[src/rtl/gpx_pkg.sv]
package gpx_pkg;
  // Register selector decoded from the bus offset
  typedef enum logic [2:0] {
    SEL_NONE = 3'd0,
    SEL_DIR  = 3'd1,
    SEL_DAT  = 3'd2,
    SEL_PIN  = 3'd3,
    SEL_PU   = 3'd4,
    SEL_OD   = 3'd5
  } reg_sel_e;

  // Expanded-mode code window in which address override applies
  localparam int unsigned EXP_MODE_LO = 4;
  localparam int unsigned EXP_MODE_HI = 6;
endpackage

[src/rtl/gpx_sync.sv]
module gpx_sync #(
  parameter int unsigned W = 4
) (
  input  logic         clk,
  input  logic         rst,
  input  logic [W-1:0] d_in,
  output logic [W-1:0] d_out
);
  // Two-flop synchronizer, one chain per bit
  for (genvar i = 0; i < W; i++) begin : g_bit
    logic s1, s2;
    always_ff @(posedge clk) begin
      if (rst) begin
        s1 <= 1'b0;
        s2 <= 1'b0;
      end else begin
        s1 <= d_in[i];
        s2 <= s1;
      end
    end
    assign d_out[i] = s2;
  end
endmodule

[src/rtl/gpx_regs.sv]
module gpx_regs
  import gpx_pkg::*;
#(
  parameter int unsigned NPIN  = 4,
  parameter int unsigned AW    = 16,
  parameter int unsigned DW    = 8,
  parameter logic [AW-1:0] A_DIR = 16'h0000,
  parameter logic [AW-1:0] A_DAT = 16'h0001,
  parameter logic [AW-1:0] A_PIN = 16'h0002,
  parameter logic [AW-1:0] A_PU  = 16'h0003,
  parameter logic [AW-1:0] A_OD  = 16'h0004
) (
  input  logic            clk,
  input  logic            rst,
  input  logic            hw_stby,
  input  logic [AW-1:0]   bus_addr,
  input  logic [DW-1:0]   bus_wdata,
  input  logic            bus_we,
  input  logic            bus_re,
  input  logic [NPIN-1:0] pin_sync,
  output logic [NPIN-1:0] dir_q,
  output logic [NPIN-1:0] dat_q,
  output logic [NPIN-1:0] pu_q,
  output logic [NPIN-1:0] od_q,
  output logic [DW-1:0]   bus_rdata
);
  reg_sel_e        sel;
  logic [NPIN-1:0] wval;
  logic [DW-1:0]   rd_next;
  logic            unused_wdata_hi;

  assign wval            = bus_wdata[NPIN-1:0];
  assign unused_wdata_hi = ^bus_wdata[DW-1:NPIN];

  always_comb begin
    if      (bus_addr == A_DIR) sel = SEL_DIR;
    else if (bus_addr == A_DAT) sel = SEL_DAT;
    else if (bus_addr == A_PIN) sel = SEL_PIN;
    else if (bus_addr == A_PU)  sel = SEL_PU;
    else if (bus_addr == A_OD)  sel = SEL_OD;
    else                        sel = SEL_NONE;
  end

  // Direction: cleared by reset and by hardware standby
  always_ff @(posedge clk) begin
    if (rst || hw_stby)                dir_q <= '0;
    else if (bus_we && sel == SEL_DIR) dir_q <= wval;
  end

  always_ff @(posedge clk) begin
    if (rst) begin
      dat_q <= '0;
      pu_q  <= '0;
      od_q  <= '0;
    end else if (bus_we) begin
      if (sel == SEL_DAT) dat_q <= wval;
      if (sel == SEL_PU)  pu_q  <= wval;
      if (sel == SEL_OD)  od_q  <= wval;
    end
  end

  // Read mux; direction is write-only and reads as zero
  always_comb begin
    rd_next = '0;
    case (sel)
      SEL_DAT: rd_next[NPIN-1:0] = dat_q;
      SEL_PIN: rd_next[NPIN-1:0] = pin_sync;
      SEL_PU:  rd_next[NPIN-1:0] = pu_q;
      SEL_OD:  rd_next[NPIN-1:0] = od_q;
      default: rd_next = '0;
    endcase
  end

  always_ff @(posedge clk) begin
    if (rst)         bus_rdata <= '0;
    else if (bus_re) bus_rdata <= rd_next;
  end
endmodule

[src/rtl/gpx_padctl.sv]
module gpx_padctl
  import gpx_pkg::*;
#(
  parameter int unsigned NPIN = 4,
  parameter int unsigned MW   = 3
) (
  input  logic            clk,
  input  logic            rst,
  input  logic [MW-1:0]   mode,
  input  logic [NPIN-1:0] addr_en,
  input  logic [NPIN-1:0] addr_bits,
  input  logic            sw_stby,
  input  logic            hold_en,
  input  logic [NPIN-1:0] dir_q,
  input  logic [NPIN-1:0] dat_q,
  input  logic [NPIN-1:0] pu_q,
  input  logic [NPIN-1:0] od_q,
  output logic [NPIN-1:0] pad_oe,
  output logic [NPIN-1:0] pad_do,
  output logic [NPIN-1:0] pad_pu
);
  localparam logic [MW-1:0] M_LO = MW'(EXP_MODE_LO);
  localparam logic [MW-1:0] M_HI = MW'(EXP_MODE_HI);

  logic expanded;
  assign expanded = (mode >= M_LO) && (mode <= M_HI);

  for (genvar i = 0; i < NPIN; i++) begin : g_pin
    logic ovr;
    assign ovr = expanded && addr_en[i];

    always_ff @(posedge clk) begin
      if (rst) begin
        pad_oe[i] <= 1'b0;
        pad_do[i] <= 1'b0;
        pad_pu[i] <= 1'b0;
      end else if (ovr) begin
        pad_pu[i] <= 1'b0;
        if (sw_stby) begin
          pad_oe[i] <= hold_en;          // hold keeps last pad_do
        end else begin
          pad_oe[i] <= 1'b1;
          pad_do[i] <= addr_bits[i];
        end
      end else if (dir_q[i]) begin
        pad_pu[i] <= 1'b0;
        if (od_q[i]) begin
          pad_oe[i] <= ~dat_q[i];
          pad_do[i] <= 1'b0;
        end else begin
          pad_oe[i] <= 1'b1;
          pad_do[i] <= dat_q[i];
        end
      end else begin
        pad_oe[i] <= 1'b0;
        pad_do[i] <= 1'b0;
        pad_pu[i] <= pu_q[i];
      end
    end
  end
endmodule

[src/rtl/gpx_port.sv]
module gpx_port #(
  parameter int unsigned NPIN  = 4,
  parameter int unsigned AW    = 16,
  parameter int unsigned DW    = 8,
  parameter int unsigned MW    = 3,
  parameter logic [AW-1:0] A_DIR = 16'h0000,
  parameter logic [AW-1:0] A_DAT = 16'h0001,
  parameter logic [AW-1:0] A_PIN = 16'h0002,
  parameter logic [AW-1:0] A_PU  = 16'h0003,
  parameter logic [AW-1:0] A_OD  = 16'h0004
) (
  input  logic            clk,
  input  logic            rst,
  input  logic            hw_stby,
  input  logic            sw_stby,
  input  logic            hold_en,
  input  logic [MW-1:0]   mode,
  input  logic [NPIN-1:0] addr_en,
  input  logic [NPIN-1:0] addr_bits,
  input  logic [AW-1:0]   bus_addr,
  input  logic [DW-1:0]   bus_wdata,
  input  logic            bus_we,
  input  logic            bus_re,
  output logic [DW-1:0]   bus_rdata,
  input  logic [NPIN-1:0] pad_di,
  output logic [NPIN-1:0] pad_oe,
  output logic [NPIN-1:0] pad_do,
  output logic [NPIN-1:0] pad_pu
);
  logic [NPIN-1:0] pin_sync, dir_q, dat_q, pu_q, od_q;

  gpx_sync #(.W(NPIN)) u_sync (
    .clk(clk), .rst(rst), .d_in(pad_di), .d_out(pin_sync)
  );

  gpx_regs #(
    .NPIN(NPIN), .AW(AW), .DW(DW),
    .A_DIR(A_DIR), .A_DAT(A_DAT), .A_PIN(A_PIN), .A_PU(A_PU), .A_OD(A_OD)
  ) u_regs (
    .clk(clk), .rst(rst), .hw_stby(hw_stby),
    .bus_addr(bus_addr), .bus_wdata(bus_wdata), .bus_we(bus_we), .bus_re(bus_re),
    .pin_sync(pin_sync),
    .dir_q(dir_q), .dat_q(dat_q), .pu_q(pu_q), .od_q(od_q),
    .bus_rdata(bus_rdata)
  );

  gpx_padctl #(.NPIN(NPIN), .MW(MW)) u_padctl (
    .clk(clk), .rst(rst), .mode(mode), .addr_en(addr_en), .addr_bits(addr_bits),
    .sw_stby(sw_stby), .hold_en(hold_en),
    .dir_q(dir_q), .dat_q(dat_q), .pu_q(pu_q), .od_q(od_q),
    .pad_oe(pad_oe), .pad_do(pad_do), .pad_pu(pad_pu)
  );
endmodule

[config.mk]
export PLATFORM = sky130hd
export DESIGN_NAME = gpx_port
export DESIGN_NICKNAME = d
export VERILOG_FILES = /design/src/rtl/gpx_pkg.sv /design/src/rtl/gpx_sync.sv /design/src/rtl/gpx_regs.sv /design/src/rtl/gpx_padctl.sv /design/src/rtl/gpx_port.sv
export SDC_FILE = /design/constraint.sdc
export NUM_CORES = 1
export LEC_CHECK = 0
export BUFFER_PORTS_ARGS = -buffer_cell sky130_fd_sc_hd__buf_2
export CELL_PAD_IN_SITES_DETAIL_PLACEMENT = 0
export CELL_PAD_IN_SITES_GLOBAL_PLACEMENT = 1
export CORE_UTILIZATION = 31
export CTS_CLUSTER_DIAMETER = 50
export DETAILED_ROUTE_END_ITERATION = 7
export PLACE_DENSITY = 0.85
export RECOVER_POWER = 100
export SYNTH_ARGS = -nofsm -noshare
export SYNTH_HDL_FRONTEND = slang
export SYNTH_SLANG_ARGS = --single-unit
[constraint.sdc]
create_clock -name clk -period 2.2 [get_ports clk]
set_input_delay 0.66 -clock clk [delete_from_list [all_inputs] [get_ports clk]]
set_output_delay 0.66 -clock clk [all_outputs]
set_load 0.05 [all_outputs]
==> PnR_summary.wiki, run 1 <==
{| class="wikitable"
! Metric !! Value
|-
| Worst-path cell chain || buf_2 > or4_1 > buf_4 > nor4_4 > clkbuf_2 > nand2_1 > nand2_1 > a21oi_1
|-
| First-pass DRT Iterations || 4
|-
| RSZ-0062 raised after global routing || no
|-
| Startpoint type of the worst setup path || primary input
|-
| Detail Route Antenna Nets || 0
|-
| Clock transition at the register clock pins on the worst setup and hold paths after CTS || 0.07 ns
|-
| Antenna diode count || 0
|-
| Endpoints failing hold || 0
|-
| Largest net degree at the start of global routing || 39
|-
| Post-synthesis cell count || 194
|-
| Die X || 76.4 um
|-
| Synth top cells by count || 40 x sky130_fd_sc_hd__dfxtp_1, 32 x sky130_fd_sc_hd__nor2_1, 26 x sky130_fd_sc_hd__nand2_1
|-
| Initial core utilization || 0.330
|-
| Overall via count from detail_route || 1592
|-
| Total standard cell area after synthesis || 1720 um^2
|-
| Number of H-tree branching levels || 2
|-
| Data arrival time of the critical path || 2.26 ns
|-
| Sequential area share after synthesis || 0.466
|-
| Combined buffer and inverter count along the critical path || 3
|-
| Layout Skew || 0.00440 ns
|-
| Syn. warnings || 0
|-
| Area of combinational cells with multiple inputs || 860 um^2
|-
| Required time of the critical path || 2.38 ns
|-
| Share of flip-flops with an asynchronous set or reset || 0
|-
| Cell repeated most along the worst path || sky130_fd_sc_hd__nand2_1
|-
| Average wire per cell in the routed design || 11.7 um
|-
| FP Rows || 26
|-
| Num Clock Sinks || 40
|-
| Crit-path leading delay family || simple AND/OR/NAND/NOR gates
|-
| Largest area contributor in the synthesized netlist || sky130_fd_sc_hd__dfxtp_1
|-
| Via density per instance || 4.75
|-
| I/O pins || 66
|-
| Crit-path max FO || 8
|-
| Finished Layout Cells || 335
|-
| Final slew viol count || 0
|-
| Clock network latency to the later pin of the worst-skew pair || 0.29 ns
|-
| Max-capacitance violation count || 0
|-
| Primary FF master, synth || sky130_fd_sc_hd__dfxtp_1
|-
| Run status || finished clean
|-
| Global route overflow || 0
|-
| Ratio of cells with drive above 1 in the final layout || 0.264
|-
| Relative slew slack || 0.588
|-
| DP Area || 2160 um^2
|-
| Placeable core area || 5200 um^2
|-
| Combined global-route utilization of all metal layers || 0.143
|-
| Static leakage || 0.999 nW
|-
| Top area cells in the synthesized netlist || sky130_fd_sc_hd__dfxtp_1 47%, sky130_fd_sc_hd__mux2i_1 7.0%, sky130_fd_sc_hd__nor2_1 7.0%
|-
| CTS tree || yes
|-
| Summed area of non-filler cells in the final layout || 2230 um^2
|-
| Number of antenna violations at the first check in global routing || 0
|-
| Fraction of synthesized cell area taken by the top area cell type || 0.466
|-
| Clock period minus worst slack || 2.08 ns
|-
| Most frequent cell after synthesis || sky130_fd_sc_hd__dfxtp_1
|-
| TritonCTS Buffers || 5
|-
| Number of enable flip-flop cells after synthesis || 0
|-
| # DRC || 0
|-
| Clock root cell || sky130_fd_sc_hd__clkbuf_8
|-
| Final HPWL from detailed placement || 2900 um
|-
| Pin slew with the least headroom to its limit || 0.621 ns
|-
| Weighted congestion at the end of routability-driven global placement || 0.809
|-
| Hold Path Class || reg -> reg
|-
| Number of global-route vias before repair || 1487
|-
| Count of final setup violators || 0
|-
| Vertical die dimension || 76.4 um
|-
| CP Capture Type || flip-flop
|-
| Area overhead of the layout relative to synthesis || 29.8%
|-
| Wire length of the first global-routing pass || 6600 um
|-
| Fin crit share || 0.944
|-
| Post-detailed-routing wire length || 3920 um
|-
| Number of distinct library cell variants in the gate-level netlist after synthesis || 27
|-
| Maximum clock insertion buffer count || 2
|-
| Peak VDD IR || 227 uV
|-
| Placed insts || 327
|-
| Sequential standard cell area || 801 um^2
|-
| Post-layout nets || 310
|-
| Total power per unit cell area || 614 nW/um^2
|-
| Cell with the largest stage delay on the worst path || sky130_fd_sc_hd__or4_1
|-
| Maximum clock rate || 0.481 GHz
|-
| Fillers || 566
|-
| Floorplan die area || 5840 um^2
|-
| Initial DRC Count || 88
|-
| Syn Area/Cell || 8.85 um^2
|-
| Port buffer count || 57
|-
| Synthesized flop and latch total || 40
|-
| Type of the worst setup path || in -> reg
|-
| Worst path max stage delay || 0.51 ns
|}
==> metrics by stage <==
step           hold WS, ns  TNS, ns  worst slack, ns  total power (W)  utilization
6_report             0.437        0            0.123          0.00137        0.428
5_1_grt              0.458        0           0.0407          0.00145        0.428
4_1_cts              0.442        0            0.150          0.00139        0.433
2_1_floorplan        0.414        0          0.00544         0.000835            -
3_5_place_dp         0.424    -2.13           -0.164         0.000896        0.416
3_3_place_gp         0.424    -2.19           -0.154         0.000894        0.416
==> area by class of cell <==
cell class / count / area share
Tap cell: 70 / 0.0393
Clock buffer: 6 / 0.0371
Timing Repair Buffer: 73 / 0.174
Clock inverter: 2 / 0.00449
Sequential cell: 40 / 0.359
Multi-Input combinational cell: 144 / 0.386
==> repair_timing <==
action	4_1_cts	5_1_grt
setup buffers	0	0
gates resized for setup	0	1
setup endpoints to repair	0	1
hold buffers	0	0
==> layout by cell type, fill, tap and decap left out, types with 3 or more instances in the layout <==
master,n
sky130_fd_sc_hd__conb_1,4
sky130_fd_sc_hd__buf_4,12
sky130_fd_sc_hd__dfxtp_1,40
sky130_fd_sc_hd__or4_1,3
sky130_fd_sc_hd__a31oi_1,4
sky130_fd_sc_hd__and3_1,4
sky130_fd_sc_hd__nand3_1,8
sky130_fd_sc_hd__a21oi_1,12
sky130_fd_sc_hd__buf_2,40
sky130_fd_sc_hd__mux2i_1,12
sky130_fd_sc_hd__a22oi_1,8
sky130_fd_sc_hd__nor3_1,4
sky130_fd_sc_hd__clkbuf_8,6
sky130_fd_sc_hd__clkbuf_1,18
sky130_fd_sc_hd__nor2_1,32
sky130_fd_sc_hd__a22o_1,4
sky130_fd_sc_hd__nand2_1,27
sky130_fd_sc_hd__nor2b_1,9
sky130_fd_sc_hd__nor4_4,3
==> worst reg2reg max path, stage by stage, from the launching register on <==
cell	delay, ns
sky130_fd_sc_hd__dfxtp_1	0.34
sky130_fd_sc_hd__a22oi_1	0.19
sky130_fd_sc_hd__nand2_1	0.10
sky130_fd_sc_hd__a22o_1	0.20
==> metal layers <==
layer  vias to the layer above  part of all wire  GRT usage
li1                        809                 -          -
met1                       724              0.47      0.178
met2                        49              0.45      0.226
met3                        10             0.052     0.0443
met4                         0             0.026     0.0654
met5                         -                 0          0
==> cells by family (layout without fill, tap and decap cells) <==
group | Yosys count | count (layout) | share of synthesized area
xor+xnor | 1 | 1 | 0.00510
flops | 40 | 40 | 0.466
compound gates | 29 | 29 | 0.109
buf+inv | 13 | 81 | 0.0408
mux | 12 | 12 | 0.0700
simple gates | 98 | 98 | 0.306
other cells | 1 | 4 | 0.00218
==> power by group <==
part	internal (W)	switching (W)
Sequential	0.000734	0.00000240
Combinational	0.0000549	0.0000853
Clock	0.000250	0.000243
Total	0.00104	0.000331
==> final timing paths <==
kind / slack (ns) / from / endpoint / depth (start not counted)
min reg2reg: 0.44 / u_sync.g_bit[3].s1$_SDFF_PP0_ / u_sync.g_bit[3].s2$_SDFF_PP0_ / 1
min: 0.44 / u_sync.g_bit[3].s1$_SDFF_PP0_ / u_sync.g_bit[3].s2$_SDFF_PP0_ / 1
max: 0.12 / bus_addr[13] / u_regs.pu_q[1]$_SDFFE_PP0P_ / 8
max reg2reg: 1.26 / u_regs.od_q[2]$_SDFFE_PP0P_ / u_regs.bus_rdata[2]$_SDFFE_PP0P_ / 3
Note: power is estimated with default switching activity, not from simulation.
==> run 2: changes to the inputs <==
CORE_UTILIZATION = 33   (was 31)
PLACE_DENSITY = 0.87   (was 0.85)
SLEW_MARGIN = 20   (was default)
SYNTH_HIERARCHICAL = 1   (was default)
==> PnR_summary.wiki, run 2 <==
{| class="wikitable"
! Metric !! Value
|-
| Run status || finished clean
|-
| Pin slew with the least headroom to its limit || 0.687 ns
|-
| Sequential cell fraction of total power || 0.527
|-
| Fin crit share || 0.839
|-
| Via density per instance || 4.86
|-
| CP Capture Type || flip-flop
|-
| Hold Path Class || reg -> reg
|-
| Count of final setup violators || 0
|-
| Clock root cell || sky130_fd_sc_hd__clkbuf_8
|-
| Type of the worst setup path || in -> reg
|-
| Number of enable flip-flop cells after synthesis || 0
|-
| Clock network latency to the later pin of the worst-skew pair || 0.29 ns
|-
| Cell with the largest stage delay on the worst path || sky130_fd_sc_hd__nor4_1
|-
| Global route overflow || 0
|-
| Layout Skew || 0.00725 ns
|-
| Die X || 76.6 um
|-
| Startpoint type of the worst setup path || primary input
|-
| Final HPWL from detailed placement || 3110 um
|-
| Syn Area/Cell || 9.71 um^2
|-
| Wire length of the first global-routing pass || 7040 um
|-
| Static leakage || 0.861 nW
|-
| Number of distinct library cell variants in the gate-level netlist after synthesis || 37
|-
| Maximum clock rate || 0.542 GHz
|-
| Post-detailed-routing wire length || 4130 um
|-
| Required time of the critical path || 2.43 ns
|-
| Placeable core area || 5240 um^2
|-
| Fraction of synthesized cell area taken by the top area cell type || 0.436
|-
| Synth top cells by count || 40 x sky130_fd_sc_hd__dfxtp_1, 17 x sky130_fd_sc_hd__a21oi_1, 13 x sky130_fd_sc_hd__nand2_1
|-
| Number of antenna violations at the first check in global routing || 0
|-
| Final slew viol count || 0
|-
| Post-synthesis cell count || 189
|-
| DP Area || 2160 um^2
|-
| Clock period minus worst slack || 1.85 ns
|-
| Fillers || 538
|-
| Count of cells along the worst hold path || 1
|-
| Data arrival time of the critical path || 2.08 ns
|-
| Max-capacitance violation count || 0
|-
| Combinational Power Share || 0.107
|-
| Sequential standard cell area || 801 um^2
|-
| Share of flip-flops with an asynchronous set or reset || 0
|-
| Weighted congestion at the end of routability-driven global placement || 0.866
|-
| Number of H-tree branching levels || 2
|-
| Power after layout || 0.00140 W
|-
| Syn. warnings || 6
|-
| TritonCTS Buffers || 5
|-
| RSZ-0062 raised after global routing || no
|-
| FP Rows || 26
|-
| Largest area contributor in the synthesized netlist || sky130_fd_sc_hd__dfxtp_1
|-
| Number of global-route vias before repair || 1508
|-
| Most frequent cell after synthesis || sky130_fd_sc_hd__dfxtp_1
|-
| Summed area of non-filler cells in the final layout || 2220 um^2
|-
| Worst path max stage delay || 0.45 ns
|-
| # DRC || 0
|-
| Port buffer count || 57
|-
| Peak VDD IR || 337 uV
|-
| Sequential area share after synthesis || 0.436
|-
| Count of hold-fix buffers inserted at cts || 0
|-
| Initial DRC Count || 115
|-
| Endpoints failing hold || 0
|-
| Post-layout nets || 293
|-
| Net Switching || 0.000331 W
|-
| Internal power consumption || 0.00107 W
|-
| I/O pins || 66
|-
| Maximum clock insertion buffer count || 2
|-
| Final TNS setup || 0 ns
|-
| Clock share of power || 0.367
|-
| Floorplan die area || 5860 um^2
|-
| Most common cell after layout, fill and taps aside || sky130_fd_sc_hd__dfxtp_1
|-
| Crit-path max FO || 6
|-
| Post-cts gate resize count || 0
|-
| CTS tree || yes
|-
| Clock transition at the register clock pins on the worst setup and hold paths after CTS || 0.07 ns
|-
| Total power per unit cell area || 630 nW/um^2
|-
| Area of combinational cells with multiple inputs || 913 um^2
|-
| Initial core utilization || 0.350
|-
| Detail Route Antenna Nets || 0
|-
| Num Clock Sinks || 40
|-
| Commonest cells after routing, fill and taps aside || 40 x sky130_fd_sc_hd__dfxtp_1, 39 x sky130_fd_sc_hd__buf_2, 19 x sky130_fd_sc_hd__clkbuf_1, 17 x sky130_fd_sc_hd__a21oi_1, 13 x sky130_fd_sc_hd__nand2_1
|-
| Synthesized flop and latch total || 40
|-
| Total standard cell area after synthesis || 1840 um^2
|-
| Largest net degree at the start of global routing || 21
|-
| Path depth of the worst reg2reg path || 3
|-
| Relative slew slack || 0.542
|-
| Top area cells in the synthesized netlist || sky130_fd_sc_hd__dfxtp_1 44%, sky130_fd_sc_hd__mux2i_1 6.5%, sky130_fd_sc_hd__a21oi_1 4.6%
|-
| Primary FF master, synth || sky130_fd_sc_hd__dfxtp_1
|-
| Antenna diode count || 0
|-
| Fraction of power spent switching nets || 0.236
|-
| Combined global-route utilization of all metal layers || 0.152
|-
| First-pass DRT Iterations || 4
|-
| Ratio of cells with drive above 1 in the final layout || 0.251
|-
| Area overhead of the layout relative to synthesis || 21.0%
|-
| Overall via count from detail_route || 1541
|-
| Worst-path cell chain || clkbuf_1 > nor4_1 > and4_1 > o2111a_1 > a22o_1
|-
| Vertical die dimension || 76.6 um
|-
| Number of setup buffers added after CTS || 0
|-
| Average wire per cell in the routed design || 13.0 um
|}
==> run 2: changes by cell type after synthesis, sizes merged, moves of 5 or more <==
cell,previous run,this run
a21oi,12,17
a221o,0,8
a22oi,8,0
inv,0,8
nand2,27,13
nand2b,0,9
nand4,1,6
nor2,32,10
==> run 2: layout make-up <==
| cell class | instances | area share |
|---|---|---|
| Clock buffer | 7 | 0.0434 |
| Inverter | 9 | 0.0152 |
| Multi-Input combinational cell | 130 | 0.411 |
| Sequential cell | 40 | 0.361 |
| Tap cell | 70 | 0.0394 |
| Timing Repair Buffer | 61 | 0.130 |
==> run 2: final timing paths <==
check / from / slack, ns / end
setup reg to reg: u_regs/pu_q[1]$_SDFFE_PP0P_ / 1.09 / u_regs/bus_rdata[1]$_SDFFE_PP0P_
hold reg to reg: u_sync/g_bit[0].s1$_SDFF_PP0_ / 0.44 / u_sync/g_bit[0].s2$_SDFF_PP0_
setup / recovery: bus_addr[3] / 0.35 / u_regs/bus_rdata[1]$_SDFFE_PP0P_
hold / removal: u_sync/g_bit[0].s1$_SDFF_PP0_ / 0.44 / u_sync/g_bit[0].s2$_SDFF_PP0_
==> run 2: cell families after synthesis <==
| kind of cell | after synthesis | synth area share |
|---|---|---|
| compound gates | 43 | 0.175 |
| other cells | 1 | 0.00204 |
| buf+inv | 22 | 0.0682 |
| flops | 40 | 0.436 |
| mux | 16 | 0.0900 |
| simple gates | 67 | 0.229 |
==> run 2: per-layer routing <==
metal / share of wire / wire, um / GRT usage
met2: 0.49 / 2040 / 0.263
met5: 0 / 0 / 0
met4: 0.0058 / 24 / 0.0442
met3: 0.052 / 216 / 0.0371
met1: 0.45 / 1850 / 0.184
==> run 2: worst max-delay path, delay by kind of cell <==
kind / cells / cell delay [ns]
AO/OA/AOI/OAI: 2 / 0.44
buffers and inverters: 1 / 0.10
AND/OR/NAND/NOR: 2 / 0.88
==> run 2: stage by stage <==
step | hold slack [ns] | util | std cells | setup WS (ns)
floorplan | 0.414 | - | 192 | 0.483
global placement | 0.418 | 0.412 | 310 | 0.208
detailed placement | 0.430 | 0.412 | 310 | 0.188
CTS | 0.446 | 0.430 | 317 | 0.460
global route | 0.460 | 0.424 | 317 | 0.193
finish | 0.438 | 0.424 | 317 | 0.354
==> run 2: power by group through the flow <==
stage               clock network, W  registers [W]  logic (W)
CTS                         0.000524       0.000737   0.000152
global route                0.000561       0.000737   0.000163
floorplan                          0       0.000765  0.0000807
finish                      0.000513       0.000737   0.000149
global placement                   0       0.000753   0.000150
detailed placement                 0       0.000754   0.000152
==> run 3: changes to the inputs <==
CORE_UTILIZATION = 35   (was 33)
clock period = 1.7 ns   (was 2.2 ns; I/O delays follow)
==> PnR_summary.wiki, run 3 (synthesis gave the netlist of run 2 again) <==
{| class="wikitable"
! Metric !! Value
|-
| Run status || finished clean
|-
| Worst path max stage delay || 0.29 ns
|-
| Final HPWL from detailed placement || 3310 um
|-
| Reg2Reg Capture Point || u_regs/bus_rdata[1]$_SDFFE_PP0P_
|-
| Endpoints failing hold || 0
|-
| I/O pins || 66
|-
| Peak VDD IR || 583 uV
|-
| FP Rows || 25
|-
| Maximum clock insertion buffer count || 2
|-
| Vertical die dimension || 74.4 um
|-
| Data arrival time of the critical path || 1.75 ns
|-
| Clock share of power || 0.362
|-
| RSZ-0062 raised after global routing || no
|-
| Global route overflow || 0
|-
| Initial DRC Count || 90
|-
| Combined global-route utilization of all metal layers || 0.165
|-
| Ratio of cells with drive above 1 in the final layout || 0.340
|-
| Total power per unit cell area || 793 nW/um^2
|-
| Wire length of the first global-routing pass || 6780 um
|-
| CTS tree || yes
|-
| Sequential cell fraction of total power || 0.524
|-
| Required time of the critical path || 1.90 ns
|-
| Port buffer count || 57
|-
| Weighted congestion at the end of routability-driven global placement || 0.860
|-
| Post-cts gate resize count || 0
|-
| Floorplan die area || 5540 um^2
|-
| Pin slew with the least headroom to its limit || 0.637 ns
|-
| Clock period minus worst slack || 1.55 ns
|-
| Number of H-tree branching levels || 2
|-
| Power after layout || 0.00182 W
|-
| Antenna diode count || 0
|-
| Clock root cell || sky130_fd_sc_hd__clkbuf_8
|-
| Register-to-register setup slack || 0.58 ns
|-
| Number of setup buffers added after CTS || 0
|-
| Count of hold-fix buffers inserted at cts || 0
|-
| Placeable core area || 4880 um^2
|-
| Maximum clock rate || 0.644 GHz
|-
| Post-layout util || 0.470
|-
| Fin crit share || 0.914
|-
| First-pass DRT Iterations || 4
|-
| Fraction of power spent switching nets || 0.254
|-
| Die X || 74.4 um
|-
| Crit-path max FO || 4
|-
| Cell with the largest stage delay on the worst path || sky130_fd_sc_hd__a221o_1
|-
| Net Switching || 0.000462 W
|-
| Number of antenna violations at the first check in global routing || 0
|-
| Type of the worst setup path || in -> reg
|-
| TritonCTS Buffers || 5
|-
| Worst-path cell chain || clkbuf_1 > clkbuf_4 > nor4b_1 > clkbuf_1 > a22o_1 > a221o_1 > a22o_1
|-
| Count of cells along the worst hold path || 2
|-
| Largest net degree at the start of global routing || 20
|-
| Most common cell after layout, fill and taps aside || sky130_fd_sc_hd__dfxtp_1
|-
| Final slew viol count || 0
|-
| Path depth of the worst reg2reg path || 3
|-
| Detail Route Antenna Nets || 0
|-
| Clock network latency to the later pin of the worst-skew pair || 0.30 ns
|-
| Layout Skew || 0.00367 ns
|-
| CP startpoint || bus_addr[3]
|-
| CP Capture Type || flip-flop
|-
| Num Clock Sinks || 40
|-
| Overall via count from detail_route || 1600
|-
| Count of final setup violators || 0
|-
| Via density per instance || 4.91
|-
| Static leakage || 0.962 nW
|-
| Hold Path Class || in -> reg
|-
| Internal power consumption || 0.00136 W
|-
| Startpoint type of the worst setup path || primary input
|-
| Average wire per cell in the routed design || 12.9 um
|-
| Initial core utilization || 0.376
|-
| Max-capacitance violation count || 0
|-
| Post-detailed-routing wire length || 4220 um
|-
| Critical Path End || u_regs/bus_rdata[1]$_SDFFE_PP0P_
|-
| Relative slew slack || 0.575
|-
| Beginning of the worst register-to-register path || u_regs/pu_q[1]$_SDFFE_PP0P_
|-
| Post-layout nets || 304
|-
| Clock transition at the register clock pins on the worst setup and hold paths after CTS || 0.08 ns
|-
| Commonest cells after routing, fill and taps aside || 40 x sky130_fd_sc_hd__dfxtp_1, 39 x sky130_fd_sc_hd__buf_2, 17 x sky130_fd_sc_hd__clkbuf_2, 17 x sky130_fd_sc_hd__a21oi_1, 13 x sky130_fd_sc_hd__nand2_1
|-
| Number of global-route vias before repair || 1522
|-
| # DRC || 0
|-
| Area overhead of the layout relative to synthesis || 25.0%
|-
| Combinational Power Share || 0.114
|}
run 3: cell count changes in the layout (fill, tap and decap cells not counted), moves of 2 or more:
cell,previous run,this run
sky130_fd_sc_hd__clkbuf_2,0,17
sky130_fd_sc_hd__clkinv_2,0,2
sky130_fd_sc_hd__buf_4,3,9
sky130_fd_sc_hd__clkbuf_1,19,6
run 3: worst min-delay path by stage:
stage                                             start                             to  slack [ns]
after floorplan           u_sync/g_bit[0].s1$_SDFF_PP0_  u_sync/g_bit[0].s2$_SDFF_PP0_        0.41
after global placement    u_sync/g_bit[3].s1$_SDFF_PP0_  u_sync/g_bit[3].s2$_SDFF_PP0_        0.42
after detailed placement  u_sync/g_bit[1].s1$_SDFF_PP0_  u_sync/g_bit[1].s2$_SDFF_PP0_        0.42
after CTS                                     pad_di[3]  u_sync/g_bit[3].s1$_SDFF_PP0_        0.41
after global routing                          pad_di[3]  u_sync/g_bit[3].s1$_SDFF_PP0_        0.42
final                                         pad_di[3]  u_sync/g_bit[3].s1$_SDFF_PP0_        0.42
run 3: layout make-up:
cell class | instances | area, um^2
clock buffer | 6 | 82.6
inverter | 9 | 33.8
tap | 67 | 83.8
sequential | 40 | 801
timing repair buffer | 72 | 378
fill | 490 | 2580
multi-input combinational | 130 | 906
clock inverter | 2 | 10.0
run 3: stage by stage:
step / hold WS (ns) / worst slack, ns / instances / TNS [ns] / cell area (um^2)
after floorplan: 0.414 / 0.133 / 192 / 0 / 1850
after global placement: 0.416 / -0.0863 / 318 / -1.16 / 2240
after detailed placement: 0.423 / -0.131 / 318 / -1.72 / 2240
after CTS: 0.409 / 0.181 / 326 / 0 / 2330
after global routing: 0.418 / 0.0491 / 326 / 0 / 2290
final: 0.417 / 0.146 / 326 / 0 / 2290
run 3: critical path, delay by kind of cell:
| family | cells | cell delay, ns |
|---|---|---|
| AO/OA/AOI/OAI | 3 | 0.74 |
| buffers and inverters | 3 | 0.45 |
| AND/OR/NAND/NOR | 1 | 0.04 |
run 3: power groups by stage:
stage	Clock [W]	Combinational (W)	Sequential (W)
floorplan	0	0.000104	0.000990
global placement	0	0.000212	0.000975
detailed placement	0	0.000215	0.000975
CTS	0.000676	0.000216	0.000953
global route	0.000710	0.000227	0.000955
finish	0.000658	0.000208	0.000953
run 3: metal layers:
metal | global-route usage | share of wire
met5 | 0 | 0
met4 | 0.0776 | 0.021
met2 | 0.268 | 0.48
met1 | 0.203 | 0.44
met3 | 0.0434 | 0.058
